**src/rtl/rom_seq_pkg.sv**
```systemverilog
package rom_seq_pkg;

  parameter int CNT_W = 4;

  typedef logic [CNT_W-1:0] cnt_t;

  typedef enum logic [1:0] {
    PH_IDLE = 2'd0,
    PH_GAP  = 2'd1,
    PH_ADDR = 2'd2,
    PH_OE   = 2'd3
  } phase_e;

  typedef struct packed {
    phase_e ph;
    cnt_t   cnt;
  } step_t;

  // Phase after the address set-up: the enable window lasts s+1 cycles.
  function automatic step_t after_addr(input cnt_t s);
    step_t r;
    r.ph  = PH_OE;
    r.cnt = s;
    return r;
  endfunction

  // Phase after the turnaround gap: set-up is skipped when its count is zero.
  function automatic step_t after_gap(input cnt_t a, input cnt_t s);
    step_t r;
    if (a != '0) begin
      r.ph  = PH_ADDR;
      r.cnt = a - cnt_t'(1);
    end else begin
      r = after_addr(s);
    end
    return r;
  endfunction

  // First phase of an accepted read: counts checked as gap, set-up, window.
  function automatic step_t on_accept(input logic gap_on, input cnt_t g,
                                      input cnt_t a, input cnt_t s);
    step_t r;
    if (gap_on && (g != '0)) begin
      r.ph  = PH_GAP;
      r.cnt = g - cnt_t'(1);
    end else begin
      r = after_gap(a, s);
    end
    return r;
  endfunction

endpackage

```
**src/rtl/rom_ce_decode.sv**
```systemverilog
module rom_ce_decode #(
  parameter int BANK_W = 2,
  localparam int NBANK = 1 << BANK_W
) (
  input  logic [BANK_W-1:0] sel,
  input  logic              en,
  output logic [NBANK-1:0]  ce_n
);

  for (genvar b = 0; b < NBANK; b++) begin : g_ce
    assign ce_n[b] = !(en && (sel == BANK_W'(b)));
  end

endmodule

```
**src/rtl/rom_wait_timer.sv**
```systemverilog
module rom_wait_timer #(
  parameter int W = 4
) (
  input  logic         clk,
  input  logic         rst_n,
  input  logic         load,
  input  logic [W-1:0] load_val,
  output logic         zero
);

  logic [W-1:0] cnt_q;

  always_ff @(posedge clk or negedge rst_n) begin
    if (!rst_n) begin
      cnt_q <= '0;
    end else if (load) begin
      cnt_q <= load_val;
    end else if (cnt_q != '0) begin
      cnt_q <= cnt_q - W'(1);
    end
  end

  assign zero = (cnt_q == '0);

endmodule

```
**src/rtl/rom_data_capture.sv**
```systemverilog
module rom_data_capture #(
  parameter int DATA_W = 8
) (
  input  logic              clk,
  input  logic              rst_n,
  input  logic              strobe,
  input  logic [DATA_W-1:0] dq,
  output logic [DATA_W-1:0] rdata,
  output logic              rvalid
);

  always_ff @(posedge clk or negedge rst_n) begin
    if (!rst_n) begin
      rdata  <= '0;
      rvalid <= 1'b0;
    end else begin
      rvalid <= strobe;
      if (strobe) rdata <= dq;
    end
  end

  // a captured byte is announced for a single cycle only
  p_rvalid_pulse_r5: assert property (@(posedge clk) disable iff (!rst_n)
    rvalid |=> !rvalid);

endmodule

```
**src/rtl/rom_read_seq.sv**
```systemverilog
module rom_read_seq
  import rom_seq_pkg::*;
#(
  parameter int ADDR_W = 13,
  parameter int DATA_W = 8,
  parameter int BANK_W = 2,
  localparam int NBANK = 1 << BANK_W
) (
  input  logic              clk,
  input  logic              rst_n,
  input  logic              req,
  input  logic [BANK_W-1:0] req_bank,
  input  logic [ADDR_W-1:0] req_addr,
  input  logic [CNT_W-1:0]  cfg_addr_oe,
  input  logic [CNT_W-1:0]  cfg_oe_smp,
  input  logic [CNT_W-1:0]  cfg_gap,
  output logic              ready,
  output logic [DATA_W-1:0] rdata,
  output logic              rvalid,
  output logic [ADDR_W-1:0] rom_addr,
  output logic [NBANK-1:0]  rom_ce_n,
  output logic              rom_oe_n,
  input  logic [DATA_W-1:0] rom_dq
);

  phase_e            phase_q;
  step_t             step_nx;
  logic              t_load;
  logic              t_zero;
  logic [BANK_W-1:0] bank_q;
  logic              ce_act_q;
  logic [ADDR_W-1:0] addr_q;
  cnt_t              a_q, s_q, g_q;

  // Named events for the assertions and for reading the code.
  logic accept_evt;
  logic switch_dev;
  logic gap_done;
  logic sample_evt;

  assign ready      = (phase_q == PH_IDLE);
  assign accept_evt = req && ready;
  assign switch_dev = ce_act_q && (req_bank != bank_q);
  assign gap_done   = (phase_q == PH_GAP) && t_zero;
  assign sample_evt = (phase_q == PH_OE) && t_zero;

  always_comb begin
    t_load  = 1'b0;
    step_nx = '{ph: phase_q, cnt: '0};
    case (phase_q)
      PH_IDLE: if (accept_evt) begin
        t_load  = 1'b1;
        step_nx = on_accept(switch_dev, cfg_gap, cfg_addr_oe, cfg_oe_smp);
      end
      PH_GAP: if (t_zero) begin
        t_load  = 1'b1;
        step_nx = after_gap(a_q, s_q);
      end
      PH_ADDR: if (t_zero) begin
        t_load  = 1'b1;
        step_nx = after_addr(s_q);
      end
      PH_OE: if (t_zero) begin
        step_nx.ph = PH_IDLE;
      end
      default: step_nx.ph = PH_IDLE;
    endcase
  end

  always_ff @(posedge clk or negedge rst_n) begin
    if (!rst_n) begin
      phase_q  <= PH_IDLE;
      bank_q   <= '0;
      ce_act_q <= 1'b0;
      addr_q   <= '0;
      a_q      <= '0;
      s_q      <= '0;
      g_q      <= '0;
    end else begin
      phase_q <= step_nx.ph;
      if (accept_evt) begin
        bank_q   <= req_bank;
        addr_q   <= req_addr;
        a_q      <= cfg_addr_oe;
        s_q      <= cfg_oe_smp;
        g_q      <= cfg_gap;
        ce_act_q <= (step_nx.ph != PH_GAP);
      end else if (gap_done) begin
        ce_act_q <= 1'b1;
      end
    end
  end

  rom_wait_timer #(.W(CNT_W)) u_timer (
    .clk      (clk),
    .rst_n    (rst_n),
    .load     (t_load),
    .load_val (step_nx.cnt),
    .zero     (t_zero)
  );

  rom_ce_decode #(.BANK_W(BANK_W)) u_dec (
    .sel  (bank_q),
    .en   (ce_act_q),
    .ce_n (rom_ce_n)
  );

  rom_data_capture #(.DATA_W(DATA_W)) u_cap (
    .clk    (clk),
    .rst_n  (rst_n),
    .strobe (sample_evt),
    .dq     (rom_dq),
    .rdata  (rdata),
    .rvalid (rvalid)
  );

  assign rom_addr = addr_q;
  assign rom_oe_n = (phase_q != PH_OE);

  // Checker state: cycles the output enable has been high, and whether the
  // current read moved to another device.
  cnt_t float_cnt;
  logic sw_pend;

  always_ff @(posedge clk or negedge rst_n) begin
    if (!rst_n) begin
      float_cnt <= '1;
      sw_pend   <= 1'b0;
    end else begin
      if (!rom_oe_n)          float_cnt <= '0;
      else if (float_cnt != '1) float_cnt <= float_cnt + cnt_t'(1);
      if (accept_evt) sw_pend <= switch_dev;
    end
  end

  // never two devices selected at once
  p_ce_onehot_r2: assert property (@(posedge clk) disable iff (!rst_n)
    $onehot0(~rom_ce_n));

  // the shared enable is only low with a device selected
  p_oe_needs_ce_r3: assert property (@(posedge clk) disable iff (!rst_n)
    !rom_oe_n |-> (~rom_ce_n != '0));

  // after a device change the bus had floated for the gap
  p_float_gap_r8: assert property (@(posedge clk) disable iff (!rst_n)
    ($fell(rom_oe_n) && sw_pend) |-> (float_cnt >= g_q));

  // idle means the enable is released
  p_ready_idle_r10: assert property (@(posedge clk) disable iff (!rst_n)
    ready |-> rom_oe_n);

  // the address does not move inside the enable window
  p_addr_hold_r11: assert property (@(posedge clk) disable iff (!rst_n)
    (!rom_oe_n && !$past(rom_oe_n)) |-> $stable(rom_addr));

endmodule

```
**config.mk**
```make
export PLATFORM = sky130hd
export DESIGN_NAME = rom_read_seq
export DESIGN_NICKNAME = d
export VERILOG_FILES = /design/src/rtl/rom_seq_pkg.sv /design/src/rtl/rom_ce_decode.sv /design/src/rtl/rom_wait_timer.sv /design/src/rtl/rom_data_capture.sv /design/src/rtl/rom_read_seq.sv
export SDC_FILE = /design/constraint.sdc
export NUM_CORES = 1
export LEC_CHECK = 0
export BUFFER_PORTS_ARGS = -buffer_cell sky130_fd_sc_hd__buf_2
export CAP_MARGIN = 25
export CORE_MARGIN = 2
export CORE_UTILIZATION = 50
export DETAILED_ROUTE_END_ITERATION = 10
export PLACE_DENSITY_LB_ADDON = 0.05
export SYNTH_ARGS = -nofsm -noshare
export SYNTH_HDL_FRONTEND = slang
export SYNTH_SLANG_ARGS = --single-unit
export TNS_END_PERCENT = 5
```
**constraint.sdc**
```tcl
create_clock -name clk -period 1.9 [get_ports clk]
set_input_delay 0.19 -clock clk [delete_from_list [all_inputs] [get_ports clk]]
set_output_delay 0.19 -clock clk [all_outputs]
set_load 0.01 [all_outputs]
```
### Word level (Yosys, flattened, before mapping)

Cells that the tools add are included.

* bits in registers: 39
* input port bits: 38

* equal/unequal tests: 9
* reduce and logical (&&, ||, !) cells: 23
* add/subtract/negate cells: 4
* muxes and demuxes: 16

Operators by type and width (count)
* 6-bit two-way mux: 4
* 4-bit nonzero test: 4
* 4-bit by 1-bit subtractor with 4-bit output, second input constant: 4
* 4-bit one-hot mux with 3 select lines: 1
* 5-bit two-way mux: 2
* 1-bit logical AND: 9
* 2-bit equality test, second input constant: 4
* 4-bit two-way mux: 2
* 2-bit one-hot mux with 4 select lines: 1
* 2-bit by 1-bit equality test with 1-bit output, second input constant: 2
* 1-bit zero test: 4
* 2-bit zero test: 2
* 4-bit zero test: 1
* 1-bit two-way mux: 4
* 2-bit nonzero test: 2
* 2-bit two-way mux: 1
* 2-bit by 1-bit inequality test with 1-bit output, second input constant: 1
* 2-bit inequality test: 1
* 2-bit inequality test, second input constant: 1
* 1-bit one-hot mux with 2 select lines: 1
* 2-bit OR reduction: 1

### Logic depth before layout (Yosys ltp)

Gate-level depths: netlist (run 1).

* word-level depth: 8
* depth in mapped cells: 8
* gate-level depth less buffers: 7

### Hierarchy

From an unflattened synthesis (run 1), not the netlist that was laid out.

* cells, all modules: 198
* area total of the unflattened synthesis: 2235.9 um2

By module, submodules not included
* rom_read_seq: times used 1, seq. area each 650.6 um2, cells an instance 154, area each 1616.6 um2
* rom_data_capture: times used 1, seq. area each 225.2 um2, cells an instance 18, area each 356.6 um2
* rom_wait_timer: times used 1, seq. area each 100.1 um2, cells an instance 22, area each 234.0 um2
* rom_ce_decode: times used 1, seq. area each 0.0 um2, cells an instance 4, area each 28.8 um2

### Worst setup path before layout (run 1)

Ideal clock, no wire load.

* path type: register to register
* start point: register u_timer.cnt_q[0]
* end point: register u_cap.rdata[0]
* stages on the path, launching flop included: 7
* setup slack: 0.142 ns
* data arrival time: 1.633 ns
* path buffers: 1
* library setup time: 0.125 ns
* cell sequence: dfrtp_1 > inv_1 > ha_1 > or3b_1 > buf_6 > nor2_4 > mux2_2

* longest elaborated chain between the ends: 2

RTL lines
* start, declared: line rom_wait_timer.sv:11 `logic [W-1:0] cnt_q;`
* start signal, assigned: line rom_wait_timer.sv:17 `cnt_q <= load_val;`
* start signal, assigned: line rom_wait_timer.sv:19 `cnt_q <= cnt_q - W'(1);`
* 4-bit zero test: line rom_wait_timer.sv:23 `assign zero = (cnt_q == '0);`
* 1-bit logical AND: line rom_read_seq.sv:45 `assign sample_evt = (phase_q == PH_OE) && t_zero;`
* named net sample_evt: line rom_read_seq.sv:39 `logic sample_evt;`
* end signal, assigned: line rom_data_capture.sv:18 `if (strobe) rdata <= dq;`
* end, declared: line rom_data_capture.sv:8 `output logic [DATA_W-1:0] rdata,`

The timed path passes the listed nets, and every way through them passes these cells.
A chain may end at the register's enable or synchronous reset.

### Worst setup path after layout (run 1)

* start point: register a_q[1]
* end point: register u_timer.cnt_q[1]

* longest elaborated chain between the ends: 5

RTL lines
* start, declared: line rom_read_seq.sv:33 `cnt_t a_q, s_q, g_q;`
* start signal, assigned: line rom_read_seq.sv:84 `a_q <= cfg_addr_oe;`
* 4-bit by 1-bit subtractor with 4-bit output or 4-bit nonzero test (tied branches): line rom_seq_pkg.sv:32, rom_seq_pkg.sv:30
* 5-bit two-way mux (*): line rom_seq_pkg.sv:30 `if (a != '0) begin`
* 6-bit two-way mux (*): line rom_read_seq.sv:55 `PH_GAP: if (t_zero) begin`
* 4-bit one-hot mux with 3 select lines (*): line rom_read_seq.sv:50 `case (phase_q)`
* 4-bit two-way mux (*): line rom_wait_timer.sv:16 `end else if (load) begin`

Every way passes the cells marked *; elsewhere a longest branch is shown, timed or not.

==> results of run 1 <==
final timing paths:
check                      cells past startpoint  slack, ps                    start                           end
min in group asynchronous                      3        490                    rst_n       rom_addr[4]$_DFFE_PN0N_
max in group asynchronous                      3       1060                    rst_n         bank_q[1]$_DFFE_PN0N_
min                                            3         90              req_addr[8]       rom_addr[8]$_DFFE_PN0N_
min reg2reg                                    2        470  rom_addr[5]$_DFFE_PN0N_       rom_addr[5]$_DFFE_PN0N_
max reg2reg                                    6         90       a_q[1]$_DFFE_PN0N_  u_timer.cnt_q[1]$_DFFE_PN0P_
max                                            6         90       a_q[1]$_DFFE_PN0N_  u_timer.cnt_q[1]$_DFFE_PN0P_
routing by layer:
layer	global-route usage [%]	share of wire [%]
met1	27.4	46
met2	38.5	49
met3	4.47	4.0
met4	5.77	1.1
met5	0	0
cell families after synthesis:
| kind of cell | after synthesis |
|---|---|
| compound gates | 44 |
| xor+xnor | 4 |
| simple gates | 107 |
| buf+inv | 19 |
| mux | 12 |
| fa+ha+maj | 13 |
| flops | 39 |
power by group through the flow:
stage	clock (mW)	sequential, mW	combinational [mW]
after floorplan	0	1.56	1.28
after global placement	0	1.50	2.03
after detailed placement	0	1.50	2.06
after CTS	0.759	1.50	2.08
after global routing	0.788	1.57	2.37
final	0.750	1.50	2.09
repair_timing:
| action | in CTS | in global routing |
|---|---|---|
| hold buffers | 1 | 0 |
| hold endpoints to repair | 39 | 0 |
| gates resized for setup | 1 | 5 |
| setup endpoints to repair | 1 | 4 |
layout by cell type (no fill, tap or decap), types with 2 or more instances in the layout:
master / n
buf_4: 10
nand3_1: 2
or3_1: 2
nor3_1: 3
nand2_1: 71
nor2_1: 9
xor2_1: 3
buf_2: 65
mux2i_1: 4
nand3b_1: 3
o21ai_0: 8
o21bai_1: 2
clkbuf_8: 6
or3b_2: 2
o211ai_1: 6
nor3b_1: 2
a21oi_1: 11
dfrtp_1: 39
mux2_2: 8
ha_1: 12
nand2b_1: 7
inv_1: 13
a31oi_1: 2
final cells by class:
| class | instances | area (µm²) | share of cell area, % |
|---|---|---|---|
| clock buffers | 6 | 82.6 | 2.99 |
| clock inverters | 2 | 38.8 | 1.40 |
| inverters | 13 | 48.8 | 1.77 |
| multi-input cells | 180 | 1140 | 41.4 |
| flip-flops and latches | 39 | 976 | 35.3 |
| well taps | 50 | 62.6 | 2.26 |
| repair buffers | 76 | 410 | 14.8 |
worst reg2reg max path: stages (launching register included):
cell and delay, ps:
dfrtp_1 400, inv_1 140, ha_4 170, or3b_2 470, o211ai_1 170, nand3_1 100
a32o_1 260
sequential cells by signal, indices dropped and copies added (netlist names):
name	cells
ce_act_q	1
rom_addr	13
u_cap.rvalid	1
phase_q	2
u_timer.cnt_q	4
u_cap.rdata	8
a_q	4
bank_q	2
s_q	4
==> flow_results.xml, run 1 <==
<?xml version="1.0" encoding="UTF-8"?>
<metrics>
  <group name="yosys">
    <metric name="yosys.area_share.simple" unit="%">22.3</metric>
    <metric name="synth.cells.most_frequent" unit="">nand2_1 (71), dfrtp_1 (39), ha_1 (13), inv_1 (13), a21oi_1 (11)</metric>
    <metric name="synth_top_family_by_area" unit="">simple AND/OR/NAND/NOR gates</metric>
    <metric name="synth_xor_xnor_area_share" unit="%">1.61</metric>
    <metric name="synthDominantAreaCellType" unit="">dfrtp_1</metric>
    <metric name="synth_compound_gate_area_share" unit="%">14.1</metric>
    <metric name="async_flop_share" unit="%">100</metric>
    <metric name="biggest_area_contributors_in_the_synthesized_netlist" unit="">dfrtp_1 (45%), nand2_1 (12%), ha_1 (7.5%)</metric>
    <metric name="synth_fp_nets" unit="">289</metric>
    <metric name="synthesis.instances" unit="">238</metric>
    <metric name="yosys_register_bits" unit="">39</metric>
    <metric name="dominantRegCellSynth" unit="">dfrtp_1</metric>
    <metric name="yosysSeqAreaShare" unit="%">44.9</metric>
    <metric name="yosys_warnings" unit="">0</metric>
    <metric name="yosysMostFrequentCell" unit="">nand2_1</metric>
    <metric name="synth_top_area_share" unit="%">44.9</metric>
    <metric name="synthMuxAreaShare" unit="%">5.98</metric>
    <metric name="post_synth.cell_area_avg" unit="µm²">9.14</metric>
    <metric name="synth_enable_flop_cells" unit="">0</metric>
    <metric name="synth_cell_type_count" unit="">43</metric>
    <metric name="synthAdderAreaFrac" unit="%">7.48</metric>
    <metric name="mapped_cell_area" unit="µm²">2180</metric>
  </group>
  <group name="power_and_ir_drop">
    <metric name="internal_power_of_the_cells" unit="mW">2.60</metric>
    <metric name="power.sequential.fraction" unit="%">34.6</metric>
    <metric name="power" unit="mW">4.35</metric>
    <metric name="pwr_cell_area" unit="nW/µm²">1570</metric>
    <metric name="sw_ratio" unit="%">40.2</metric>
    <metric name="ir_drop" unit="mV">1.13</metric>
    <metric name="comb_power_share" unit="%">48.2</metric>
    <metric name="leakage_component_of_the_power" unit="nW">1.44</metric>
    <metric name="switching_power" unit="mW">1.75</metric>
    <metric name="share_clk_of_total_power" unit="%">17.2</metric>
  </group>
  <group name="cells_and_area">
    <metric name="final_nets" unit="">366</metric>
    <metric name="layout-area-overhead-vs-synth" unit="%">27.0</metric>
    <metric name="post_route_design_area" unit="µm²">2760</metric>
    <metric name="fin_util" unit="%">67.6</metric>
    <metric name="drive_gt1_share" unit="%">32.0</metric>
    <metric name="layout.filler_cells" unit="">356</metric>
    <metric name="antenna-diode-count" unit="">0</metric>
    <metric name="post_layout_nonfiller_instances" unit="">366</metric>
  </group>
  <group name="timing">
    <metric name="finalMaxSlewViolations" unit="">0</metric>
    <metric name="finalHoldViolations" unit="">0</metric>
    <metric name="final_worst_path_cycle_share" unit="%">95.4</metric>
    <metric name="finalWorstSetupSlack" unit="ps">88.0</metric>
    <metric name="worst-slew-pin-transition" unit="ps">496</metric>
    <metric name="fin_hold_ws" unit="ps">86.3</metric>
    <metric name="time_the_worst_path_needs_with_i_o_delays_and_setup" unit="ps">1810</metric>
    <metric name="clock.fmax" unit="GHz">0.552</metric>
    <metric name="finalSetupTns" unit="ps">0</metric>
    <metric name="timing.max_slew.rel_slack" unit="%">66.9</metric>
    <metric name="clock_skew" unit="ps">4.27</metric>
    <metric name="final_setup_vio_count" unit="">0</metric>
    <metric name="grt_setup_unrepaired" unit="">false</metric>
  </group>
  <group name="hold_path">
    <metric name="holdCritPathClass" unit="">primary input to register</metric>
  </group>
  <group name="cts">
    <metric name="worst_skew_pair.late_latency" unit="ps">290</metric>
    <metric name="h_tree_levels" unit="">2</metric>
    <metric name="max-clock-path-buffers" unit="">2</metric>
    <metric name="clock_sink_count" unit="">39</metric>
    <metric name="clock_pin_slew_reported_for_the_worst_setup_and_hold_paths_after_clock_tree_synthesis" unit="ps">80</metric>
    <metric name="clock_tree_from_tritoncts" unit="">built</metric>
    <metric name="cts_post_setup_buffers_inserted" unit="">0</metric>
    <metric name="cts_inserted_buffers" unit="">5</metric>
    <metric name="root_buffer_master" unit="">clkbuf_8</metric>
  </group>
  <group name="critical_path">
    <metric name="setup.worst_path.class" unit="">register to register</metric>
    <metric name="max_stage_delay" unit="ps">470</metric>
    <metric name="critPathMaxFanout" unit="">5</metric>
    <metric name="critPathCaptureType" unit="">register</metric>
    <metric name="cp.required" unit="ps">2090</metric>
    <metric name="start_kind" unit="">register</metric>
    <metric name="critical_path.cell_chain" unit="">inv_1 -&gt; ha_4 -&gt; or3b_2 -&gt; o211ai_1 -&gt; nand3_1 -&gt; a32o_1</metric>
    <metric name="critical_path.slowest_cell" unit="">or3b_2</metric>
    <metric name="worst_path_dominant_cell_family" unit="">simple AND/OR/NAND/NOR gates</metric>
    <metric name="critical_path_arrival" unit="ps">2000</metric>
    <metric name="critical_path_buf_inv_count" unit="">1</metric>
  </group>
  <group name="route">
    <metric name="num_vias" unit="">1894</metric>
    <metric name="detail-route-antenna-nets" unit="">0</metric>
    <metric name="detail_route.iter0.violations" unit="">69</metric>
    <metric name="routed_wire_length" unit="mm">4.97</metric>
    <metric name="drc_errors" unit="">0</metric>
    <metric name="detailedRoute.firstPassIterationCount" unit="">4</metric>
    <metric name="avgRoutedWirePerCell" unit="µm">13.6</metric>
    <metric name="vias_per_cell" unit="">5.17</metric>
  </group>
  <group name="die">
    <metric name="i_o_pin_count" unit="">66</metric>
    <metric name="fp.dieArea" unit="µm²">4900</metric>
    <metric name="core_region_area" unit="µm²">4090</metric>
    <metric name="die_h" unit="µm">70.0</metric>
    <metric name="placementRows" unit="">23</metric>
    <metric name="chipWidth" unit="µm">70.0</metric>
    <metric name="floorplan.initialDensity" unit="%">53.2</metric>
  </group>
  <group name="global_routing">
    <metric name="grt_pass1_vias" unit="">1986</metric>
    <metric name="track_usage" unit="%">21.9</metric>
    <metric name="grt_first_pass_wirelength" unit="mm">8.78</metric>
    <metric name="grt_start_max_net_pins" unit="">40</metric>
    <metric name="antenna_violations_before_repair" unit="">0</metric>
    <metric name="total_congestion_overflow" unit="">0</metric>
  </group>
  <group name="placement">
    <metric name="place.gp.congestion" unit="">0.807</metric>
    <metric name="pre_cts_ws" unit="ps">26.9</metric>
    <metric name="portBuffers" unit="">65</metric>
    <metric name="postPlaceCellArea" unit="µm²">2610</metric>
    <metric name="numPlacedInstances" unit="">357</metric>
    <metric name="dp_hpwl" unit="mm">3.68</metric>
  </group>
  <group name="status">
    <metric name="status" unit="">completed</metric>
  </group>
  <group name="flow_run">
    <metric name="timing.max_cap.violations" unit="">0</metric>
  </group>
</metrics>
No activity file was read; power rests on OpenSTA's default activity.
==> run 2: changes to the inputs <==
--- a/config.mk
+++ b/config.mk
@@ -8,7 +8,7 @@
 export BUFFER_PORTS_ARGS = -buffer_cell sky130_fd_sc_hd__buf_2
 export CAP_MARGIN = 25
 export CORE_MARGIN = 2
-export CORE_UTILIZATION = 50
+export CORE_UTILIZATION = 45
 export DETAILED_ROUTE_END_ITERATION = 10
 export PLACE_DENSITY_LB_ADDON = 0.05
 export SYNTH_ARGS = -nofsm -noshare
==> run 2 against run 1 <==
Sequential power hardly changed. Via count is 0.63% lower. Largest cell class unchanged. Die area is 10% higher. Critical path depth is 1 higher. Critical path type unchanged. Non-clock buffer count is 3 higher. First-iteration DRC count is 36% higher. Core utilization is 8.2 points lower. Power hardly changed. Global-route usage is 2.6 points lower.
==> flow_results.xml, run 2 (synthesized netlist as in run 1, its figures left out) <==
<?xml version="1.0" encoding="UTF-8"?>
<metrics>
  <group name="die">
    <metric name="i_o_pin_count" unit="">66</metric>
    <metric name="die_h" unit="µm">73.5</metric>
    <metric name="fp.dieArea" unit="µm²">5410</metric>
    <metric name="placementRows" unit="">25</metric>
    <metric name="floorplan.initialDensity" unit="%">46.4</metric>
    <metric name="chipWidth" unit="µm">73.5</metric>
    <metric name="core_region_area" unit="µm²">4690</metric>
  </group>
  <group name="cts">
    <metric name="clock_sink_count" unit="">39</metric>
    <metric name="root_buffer_master" unit="">clkbuf_8</metric>
    <metric name="worst_skew_pair.late_latency" unit="ps">290</metric>
    <metric name="clock_tree_from_tritoncts" unit="">built</metric>
    <metric name="clock_pin_slew_reported_for_the_worst_setup_and_hold_paths_after_clock_tree_synthesis" unit="ps">80</metric>
    <metric name="max-clock-path-buffers" unit="">2</metric>
    <metric name="cts_inserted_buffers" unit="">5</metric>
    <metric name="h_tree_levels" unit="">2</metric>
  </group>
  <group name="power_and_ir_drop">
    <metric name="leakage_component_of_the_power" unit="nW">1.45</metric>
    <metric name="power" unit="mW">4.35</metric>
    <metric name="ir_drop" unit="mV">0.788</metric>
    <metric name="pwr_cell_area" unit="nW/µm²">1560</metric>
  </group>
  <group name="critical_path">
    <metric name="worstRegToRegCells" unit="">7</metric>
    <metric name="crit-reg2reg-launch" unit="">u_timer.cnt_q[1]$_DFFE_PN0P_</metric>
    <metric name="critical_path_arrival" unit="ps">1930</metric>
    <metric name="setup.worst_path.class" unit="">register to register</metric>
    <metric name="start_kind" unit="">register</metric>
    <metric name="max_stage_delay" unit="ps">470</metric>
    <metric name="critPathCaptureType" unit="">register</metric>
    <metric name="worst_path_most_repeated_cell" unit="">o211ai_1</metric>
    <metric name="r2r_slack" unit="ps">120</metric>
    <metric name="critical_path.slowest_cell" unit="">or3b_4</metric>
    <metric name="regToRegEndpoint" unit="">u_timer.cnt_q[0]$_DFFE_PN0P_</metric>
    <metric name="critPathMaxFanout" unit="">7</metric>
    <metric name="cp.required" unit="ps">2040</metric>
    <metric name="critical_path.cell_chain" unit="">inv_1 -&gt; ha_1 -&gt; or3b_4 -&gt; o22ai_4 -&gt; o211ai_1 -&gt; o211ai_1 -&gt; o311ai_0</metric>
    <metric name="startpoint" unit="">u_timer.cnt_q[1]$_DFFE_PN0P_</metric>
  </group>
  <group name="cells_and_area">
    <metric name="largest_register_ffs" unit="">13</metric>
    <metric name="fin_util" unit="%">59.4</metric>
    <metric name="multi_input_area" unit="µm²">1140</metric>
    <metric name="antenna-diode-count" unit="">0</metric>
    <metric name="drive_gt1_share" unit="%">33.8</metric>
    <metric name="register_area" unit="µm²">976</metric>
    <metric name="layout-area-overhead-vs-synth" unit="%">28.2</metric>
    <metric name="layout_commonest_cell" unit="">nand2_1</metric>
    <metric name="final_nets" unit="">370</metric>
    <metric name="layout.filler_cells" unit="">442</metric>
    <metric name="most_used_cells_in_the_layout_excluding_fill_and_tap_cells" unit="">nand2_1 (71), buf_2 (65), dfrtp_1 (39)</metric>
    <metric name="post_layout_nonfiller_instances" unit="">374</metric>
  </group>
  <group name="hold_path">
    <metric name="holdCritPathClass" unit="">primary input to register</metric>
    <metric name="worstHoldStart" unit="">req_addr[8]</metric>
    <metric name="hold_end" unit="">rom_addr[8]$_DFFE_PN0N_</metric>
    <metric name="min_delay_path_depth" unit="">3</metric>
  </group>
  <group name="route">
    <metric name="drc_errors" unit="">0</metric>
    <metric name="avgRoutedWirePerCell" unit="µm">13.0</metric>
    <metric name="detailedRoute.firstPassIterationCount" unit="">4</metric>
    <metric name="detail_route.iter0.violations" unit="">94</metric>
    <metric name="vias_per_cell" unit="">5.03</metric>
    <metric name="num_vias" unit="">1882</metric>
    <metric name="detail-route-antenna-nets" unit="">0</metric>
    <metric name="routed_wire_length" unit="mm">4.86</metric>
  </group>
  <group name="timing">
    <metric name="finalSetupTns" unit="ps">0</metric>
    <metric name="clock_skew" unit="ps">2.97</metric>
    <metric name="final_setup_vio_count" unit="">0</metric>
    <metric name="clock.fmax" unit="GHz">0.561</metric>
    <metric name="timing.max_slew.rel_slack" unit="%">65.5</metric>
    <metric name="finalMaxSlewViolations" unit="">0</metric>
    <metric name="grt_setup_unrepaired" unit="">false</metric>
    <metric name="finalWorstSetupSlack" unit="ps">117</metric>
    <metric name="worst-slew-pin-transition" unit="ps">518</metric>
    <metric name="final_worst_path_cycle_share" unit="%">93.8</metric>
    <metric name="finalHoldViolations" unit="">0</metric>
    <metric name="time_the_worst_path_needs_with_i_o_delays_and_setup" unit="ps">1780</metric>
  </group>
  <group name="global_routing">
    <metric name="grt_pass1_vias" unit="">1728</metric>
    <metric name="grt_start_max_net_pins" unit="">40</metric>
    <metric name="grt_first_pass_wirelength" unit="mm">8.06</metric>
    <metric name="antenna_violations_before_repair" unit="">0</metric>
    <metric name="total_congestion_overflow" unit="">0</metric>
    <metric name="track_usage" unit="%">19.3</metric>
  </group>
  <group name="placement">
    <metric name="portBuffers" unit="">65</metric>
    <metric name="numPlacedInstances" unit="">364</metric>
    <metric name="pre_cts_ws" unit="ps">-9.49</metric>
    <metric name="place.gp.congestion" unit="">0.800</metric>
    <metric name="dp_hpwl" unit="mm">3.63</metric>
  </group>
  <group name="flow_run">
    <metric name="timing.max_cap.violations" unit="">0</metric>
  </group>
  <group name="status">
    <metric name="status" unit="">completed</metric>
  </group>
</metrics>
-- run 2: metrics by stage --
step | instance area [µm²] | hold WS [ps]
2_1_floorplan | 2180 | -106
3_3_place_gp | 2640 | 277
3_5_place_dp | 2640 | 280
4_1_cts | 2780 | 73.8
5_1_grt | 2790 | 74.3
6_report | 2790 | 80.6
-- run 2: final cells by class --
type	count	share of cell area, %
flip-flops and latches	39	35.0
repair buffers	79	15.5
clock buffers	6	2.96
clock inverters	2	1.39
well taps	54	2.42
inverters	13	1.75
multi-input cells	181	41.0
-- run 2: repair_timing --
action | 4_1_cts | 5_1_grt
gates resized for setup | 1 | 7
gates cloned | 1 | 0
pin swaps | 1 | 1
hold buffers | 1 | 0
buffers inserted | 0 | 0
endpoints found under the setup margin | 8 | 3
endpoints found under the hold margin | 39 | 0
-- run 2: metal layers --
metal / global-route usage, % / vias up / wire length, µm
met5: 0 / - / 0
met4: 5.45 / 0 / 57
met3: 3.98 / 7 / 215
met2: 30.2 / 48 / 2280
met1: 27.4 / 862 / 2300
li1: - / 965 / -
-- run 2: worst max path at each step --
stage | depth (start not counted) | end | slack (ps)
6_report | 7 | u_timer.cnt_q[0]$_DFFE_PN0P_ | 120
5_1_grt | 8 | ce_act_q$_DFFE_PN0P_ | 3
4_1_cts | 7 | u_timer.cnt_q[0]$_DFFE_PN0P_ | 70
3_5_place_dp | 5 | u_cap.rdata[4]$_DFFE_PN0P_ | -9
3_3_place_gp | 5 | u_cap.rdata[3]$_DFFE_PN0P_ | 30
2_1_floorplan | 6 | u_cap.rdata[0]$_DFFE_PN0P_ | 140
-- run 2: worst max-delay path: cells and delay by family (launching register included) --
family / cells / cell delay, ps
AO/OA/AOI/OAI: 4 / 540
adder cells (fa/ha/maj): 1 / 160
buffers and inverters: 1 / 80
flip-flops: 1 / 380
AND/OR/NAND/NOR: 1 / 470
-- run 2: where the power goes --
part	switching (mW)	internal, mW
logic	1.14	0.982
clock network	0.303	0.432
registers	0.276	1.21
total	1.72	2.63
==> run 3: changes to the inputs <==
--- a/config.mk
+++ b/config.mk
@@ -13,5 +13,6 @@
 export PLACE_DENSITY_LB_ADDON = 0.05
 export SYNTH_ARGS = -nofsm -noshare
 export SYNTH_HDL_FRONTEND = slang
+export SYNTH_HIERARCHICAL = 1
 export SYNTH_SLANG_ARGS = --single-unit
 export TNS_END_PERCENT = 5
==> run 3 against run 2 <==
Critical path depth did not move. Via count fell by 9.3%. First-iteration DRC count is 28% lower. Final cell count is 7.0% lower.
==> flow_results.xml, run 3 <==
<?xml version="1.0" encoding="UTF-8"?>
<metrics>
  <group name="status">
    <metric name="status" unit="">completed</metric>
  </group>
  <group name="timing">
    <metric name="clock.fmax" unit="GHz">0.547</metric>
    <metric name="worst-slew-pin-transition" unit="ps">498</metric>
    <metric name="clock_skew" unit="ps">2.08</metric>
    <metric name="timing.max_slew.rel_slack" unit="%">66.8</metric>
    <metric name="finalHoldViolations" unit="">0</metric>
    <metric name="time_the_worst_path_needs_with_i_o_delays_and_setup" unit="ps">1830</metric>
    <metric name="fin_hold_ws" unit="ps">126</metric>
    <metric name="final_setup_vio_count" unit="">0</metric>
    <metric name="final_worst_path_cycle_share" unit="%">96.3</metric>
    <metric name="finalMaxSlewViolations" unit="">0</metric>
  </group>
  <group name="cells_and_area">
    <metric name="largest_register_ffs" unit="">13</metric>
    <metric name="multi_input_area" unit="µm²">1180</metric>
    <metric name="post_layout_nonfiller_instances" unit="">348</metric>
    <metric name="drive_gt1_share" unit="%">45.2</metric>
    <metric name="register_area" unit="µm²">976</metric>
    <metric name="layout_commonest_cell" unit="">buf_2</metric>
    <metric name="layout-area-overhead-vs-synth" unit="%">27.1</metric>
    <metric name="layout.filler_cells" unit="">437</metric>
    <metric name="final_nets" unit="">330</metric>
    <metric name="antenna-diode-count" unit="">0</metric>
    <metric name="fin_util" unit="%">59.8</metric>
    <metric name="most_used_cells_in_the_layout_excluding_fill_and_tap_cells" unit="">buf_2 (65), dfrtp_1 (39), mux2_2 (18)</metric>
  </group>
  <group name="yosys">
    <metric name="post_synth.cell_area_avg" unit="µm²">11.3</metric>
    <metric name="mapped_cell_area" unit="µm²">2240</metric>
    <metric name="synth_enable_flop_cells" unit="">0</metric>
    <metric name="synth.cells.most_frequent" unit="">dfrtp_1 (39), inv_1 (18), mux2_2 (18), nand2_1 (13)</metric>
    <metric name="yosysMostFrequentCell" unit="">dfrtp_1</metric>
    <metric name="yosys_register_bits" unit="">39</metric>
    <metric name="synth_top_area_share" unit="%">43.6</metric>
    <metric name="synthesis.instances" unit="">198</metric>
    <metric name="dominantRegCellSynth" unit="">dfrtp_1</metric>
    <metric name="biggest_area_contributors_in_the_synthesized_netlist" unit="">dfrtp_1 (44%), mux2_2 (9.1%), ha_1 (6.7%)</metric>
    <metric name="synth_fp_nets" unit="">248</metric>
    <metric name="yosys_warnings" unit="">6</metric>
    <metric name="yosysSeqAreaShare" unit="%">43.6</metric>
    <metric name="async_flop_share" unit="%">100</metric>
    <metric name="synth_cell_type_count" unit="">46</metric>
    <metric name="synthDominantAreaCellType" unit="">dfrtp_1</metric>
  </group>
  <group name="hold_path">
    <metric name="holdCritPathClass" unit="">primary input to register</metric>
    <metric name="min_delay_path_depth" unit="">2</metric>
  </group>
  <group name="critical_path">
    <metric name="setup.worst_path.class" unit="">register to register</metric>
    <metric name="critical_path.slowest_cell" unit="">dfrtp_1</metric>
    <metric name="max_stage_delay" unit="ps">360</metric>
    <metric name="start_kind" unit="">register</metric>
    <metric name="critical_path.cell_chain" unit="">inv_2 -&gt; ha_1 -&gt; nor3b_4 -&gt; and2b_2 -&gt; o22ai_1 -&gt; a221o_1 -&gt; a311o_1</metric>
    <metric name="critical_path_cell_count" unit="">7</metric>
    <metric name="worstRegToRegCells" unit="">7</metric>
    <metric name="critPathMaxFanout" unit="">5</metric>
    <metric name="worst_path_dominant_cell_family" unit="">compound AO/OA/AOI/OAI gates</metric>
    <metric name="critical_path_buf_inv_count" unit="">1</metric>
    <metric name="critical_path_arrival" unit="ps">2010</metric>
    <metric name="cp.required" unit="ps">2080</metric>
    <metric name="critPathCaptureType" unit="">register</metric>
  </group>
  <group name="power_and_ir_drop">
    <metric name="share_clk_of_total_power" unit="%">12.2</metric>
    <metric name="comb_power_share" unit="%">53.6</metric>
    <metric name="internal_power_of_the_cells" unit="mW">2.78</metric>
    <metric name="switching_power" unit="mW">1.72</metric>
    <metric name="power.sequential.fraction" unit="%">34.2</metric>
    <metric name="ir_drop" unit="mV">0.883</metric>
    <metric name="leakage_component_of_the_power" unit="nW">1.36</metric>
    <metric name="sw_ratio" unit="%">38.2</metric>
    <metric name="pwr_cell_area" unit="nW/µm²">1580</metric>
  </group>
  <group name="cts">
    <metric name="clock_pin_slew_reported_for_the_worst_setup_and_hold_paths_after_clock_tree_synthesis" unit="ps">80</metric>
    <metric name="max-clock-path-buffers" unit="">2</metric>
    <metric name="clock_tree_from_tritoncts" unit="">built</metric>
    <metric name="worst_skew_pair.late_latency" unit="ps">290</metric>
    <metric name="cts_inserted_buffers" unit="">5</metric>
    <metric name="root_buffer_master" unit="">clkbuf_8</metric>
    <metric name="clock_sink_count" unit="">39</metric>
    <metric name="h_tree_levels" unit="">2</metric>
  </group>
  <group name="route">
    <metric name="routed_wire_length" unit="mm">4.74</metric>
    <metric name="avgRoutedWirePerCell" unit="µm">13.6</metric>
    <metric name="drc_errors" unit="">0</metric>
    <metric name="detailedRoute.firstPassIterationCount" unit="">4</metric>
    <metric name="detail_route.iter0.violations" unit="">68</metric>
    <metric name="detail-route-antenna-nets" unit="">0</metric>
    <metric name="num_vias" unit="">1707</metric>
    <metric name="vias_per_cell" unit="">4.91</metric>
  </group>
  <group name="die">
    <metric name="placementRows" unit="">25</metric>
    <metric name="core_region_area" unit="µm²">4750</metric>
    <metric name="fp.dieArea" unit="µm²">5550</metric>
    <metric name="i_o_pin_count" unit="">66</metric>
    <metric name="floorplan.initialDensity" unit="%">47.0</metric>
    <metric name="die_h" unit="µm">74.5</metric>
    <metric name="chipWidth" unit="µm">74.5</metric>
  </group>
  <group name="placement">
    <metric name="place.gp.congestion" unit="">0.790</metric>
    <metric name="numPlacedInstances" unit="">336</metric>
    <metric name="dp_hpwl" unit="mm">3.46</metric>
    <metric name="portBuffers" unit="">65</metric>
  </group>
  <group name="global_routing">
    <metric name="total_congestion_overflow" unit="">0</metric>
    <metric name="antenna_violations_before_repair" unit="">0</metric>
    <metric name="track_usage" unit="%">18.1</metric>
    <metric name="grt_first_pass_wirelength" unit="mm">7.57</metric>
    <metric name="grt_start_max_net_pins" unit="">40</metric>
    <metric name="grt_pass1_vias" unit="">1635</metric>
  </group>
  <group name="flow_run">
    <metric name="timing.max_cap.violations" unit="">0</metric>
  </group>
</metrics>
run 3: through the flow:
stage	cell area, µm²	setup TNS [ps]	power (mW)	setup slack [ps]
4_1_cts	2790	0	4.43	19.9
2_1_floorplan	2240	0	3.10	43.2
5_1_grt	2840	-2.00	4.87	-1.32
3_5_place_dp	2700	0	3.85	28.7
3_3_place_gp	2700	0	3.85	51.2
6_report	2840	0	4.50	70.7
run 3: power groups by stage:
stage	sequential (mW)	clock (mW)	combinational, mW
6_report	1.54	0.550	2.41
3_5_place_dp	1.55	0	2.31
5_1_grt	1.60	0.606	2.66
4_1_cts	1.53	0.568	2.33
3_3_place_gp	1.54	0	2.31
2_1_floorplan	1.62	0	1.48
run 3: cells by family after synthesis:
logic type | Yosys count | share of synthesized area, %
AOI/OAI and AO/OA | 41 | 13.2
xor gates and xnor gates | 5 | 1.96
adders and majority gates | 12 | 6.71
buffers and inverters | 24 | 4.76
DFF | 39 | 43.6
muxes | 35 | 18.5
and+or+nand+nor | 42 | 11.3
run 3: final cells by class:
class | count | area share (%)
Multi-Input combinational cell | 135 | 41.6
Sequential cell | 39 | 34.3
Timing Repair Buffer | 81 | 15.8
Tap cell | 67 | 2.95
Clock buffer | 6 | 2.55
Inverter | 18 | 2.38
Clock inverter | 2 | 0.440
run 3: worst reg2reg max path, stage by stage (launching register included):
cell and delay [ps]:
dfrtp_1 360, inv_2 50, ha_1 200, nor3b_4 170, and2b_2 230, o22ai_1 80, a221o_1 320, a311o_1 310
run 3: path summary, 6_finish.rpt:
kind                                               from                         end  slack, ps
setup / recovery           u_timer/cnt_q[0]$_DFFE_PN0P_        ce_act_q$_DFFE_PN0P_         70
setup reg to reg           u_timer/cnt_q[0]$_DFFE_PN0P_        ce_act_q$_DFFE_PN0P_         70
hold / removal                              req_addr[8]     rom_addr[8]$_DFFE_PN0N_        130
max in group asynchronous                         rst_n        ce_act_q$_DFFE_PN0P_       1070
min in group asynchronous                         rst_n          s_q[2]$_DFFE_PN0N_        480
hold reg to reg              u_cap/rdata[7]$_DFFE_PN0P_  u_cap/rdata[7]$_DFFE_PN0P_        500
run 3: timing repair:
item	CTS	global route
hold buffers	1	0
setup endpoints to repair	0	12
hold endpoints to repair	39	0
buffers inserted	0	3
resized for setup	0	7
run 3: routing by layer:
metal  track usage (%)  wire (µm)
met1              25.5       2270
met4              5.95         59
met2              27.2       2200
met5                 0          0
met3              5.01        213
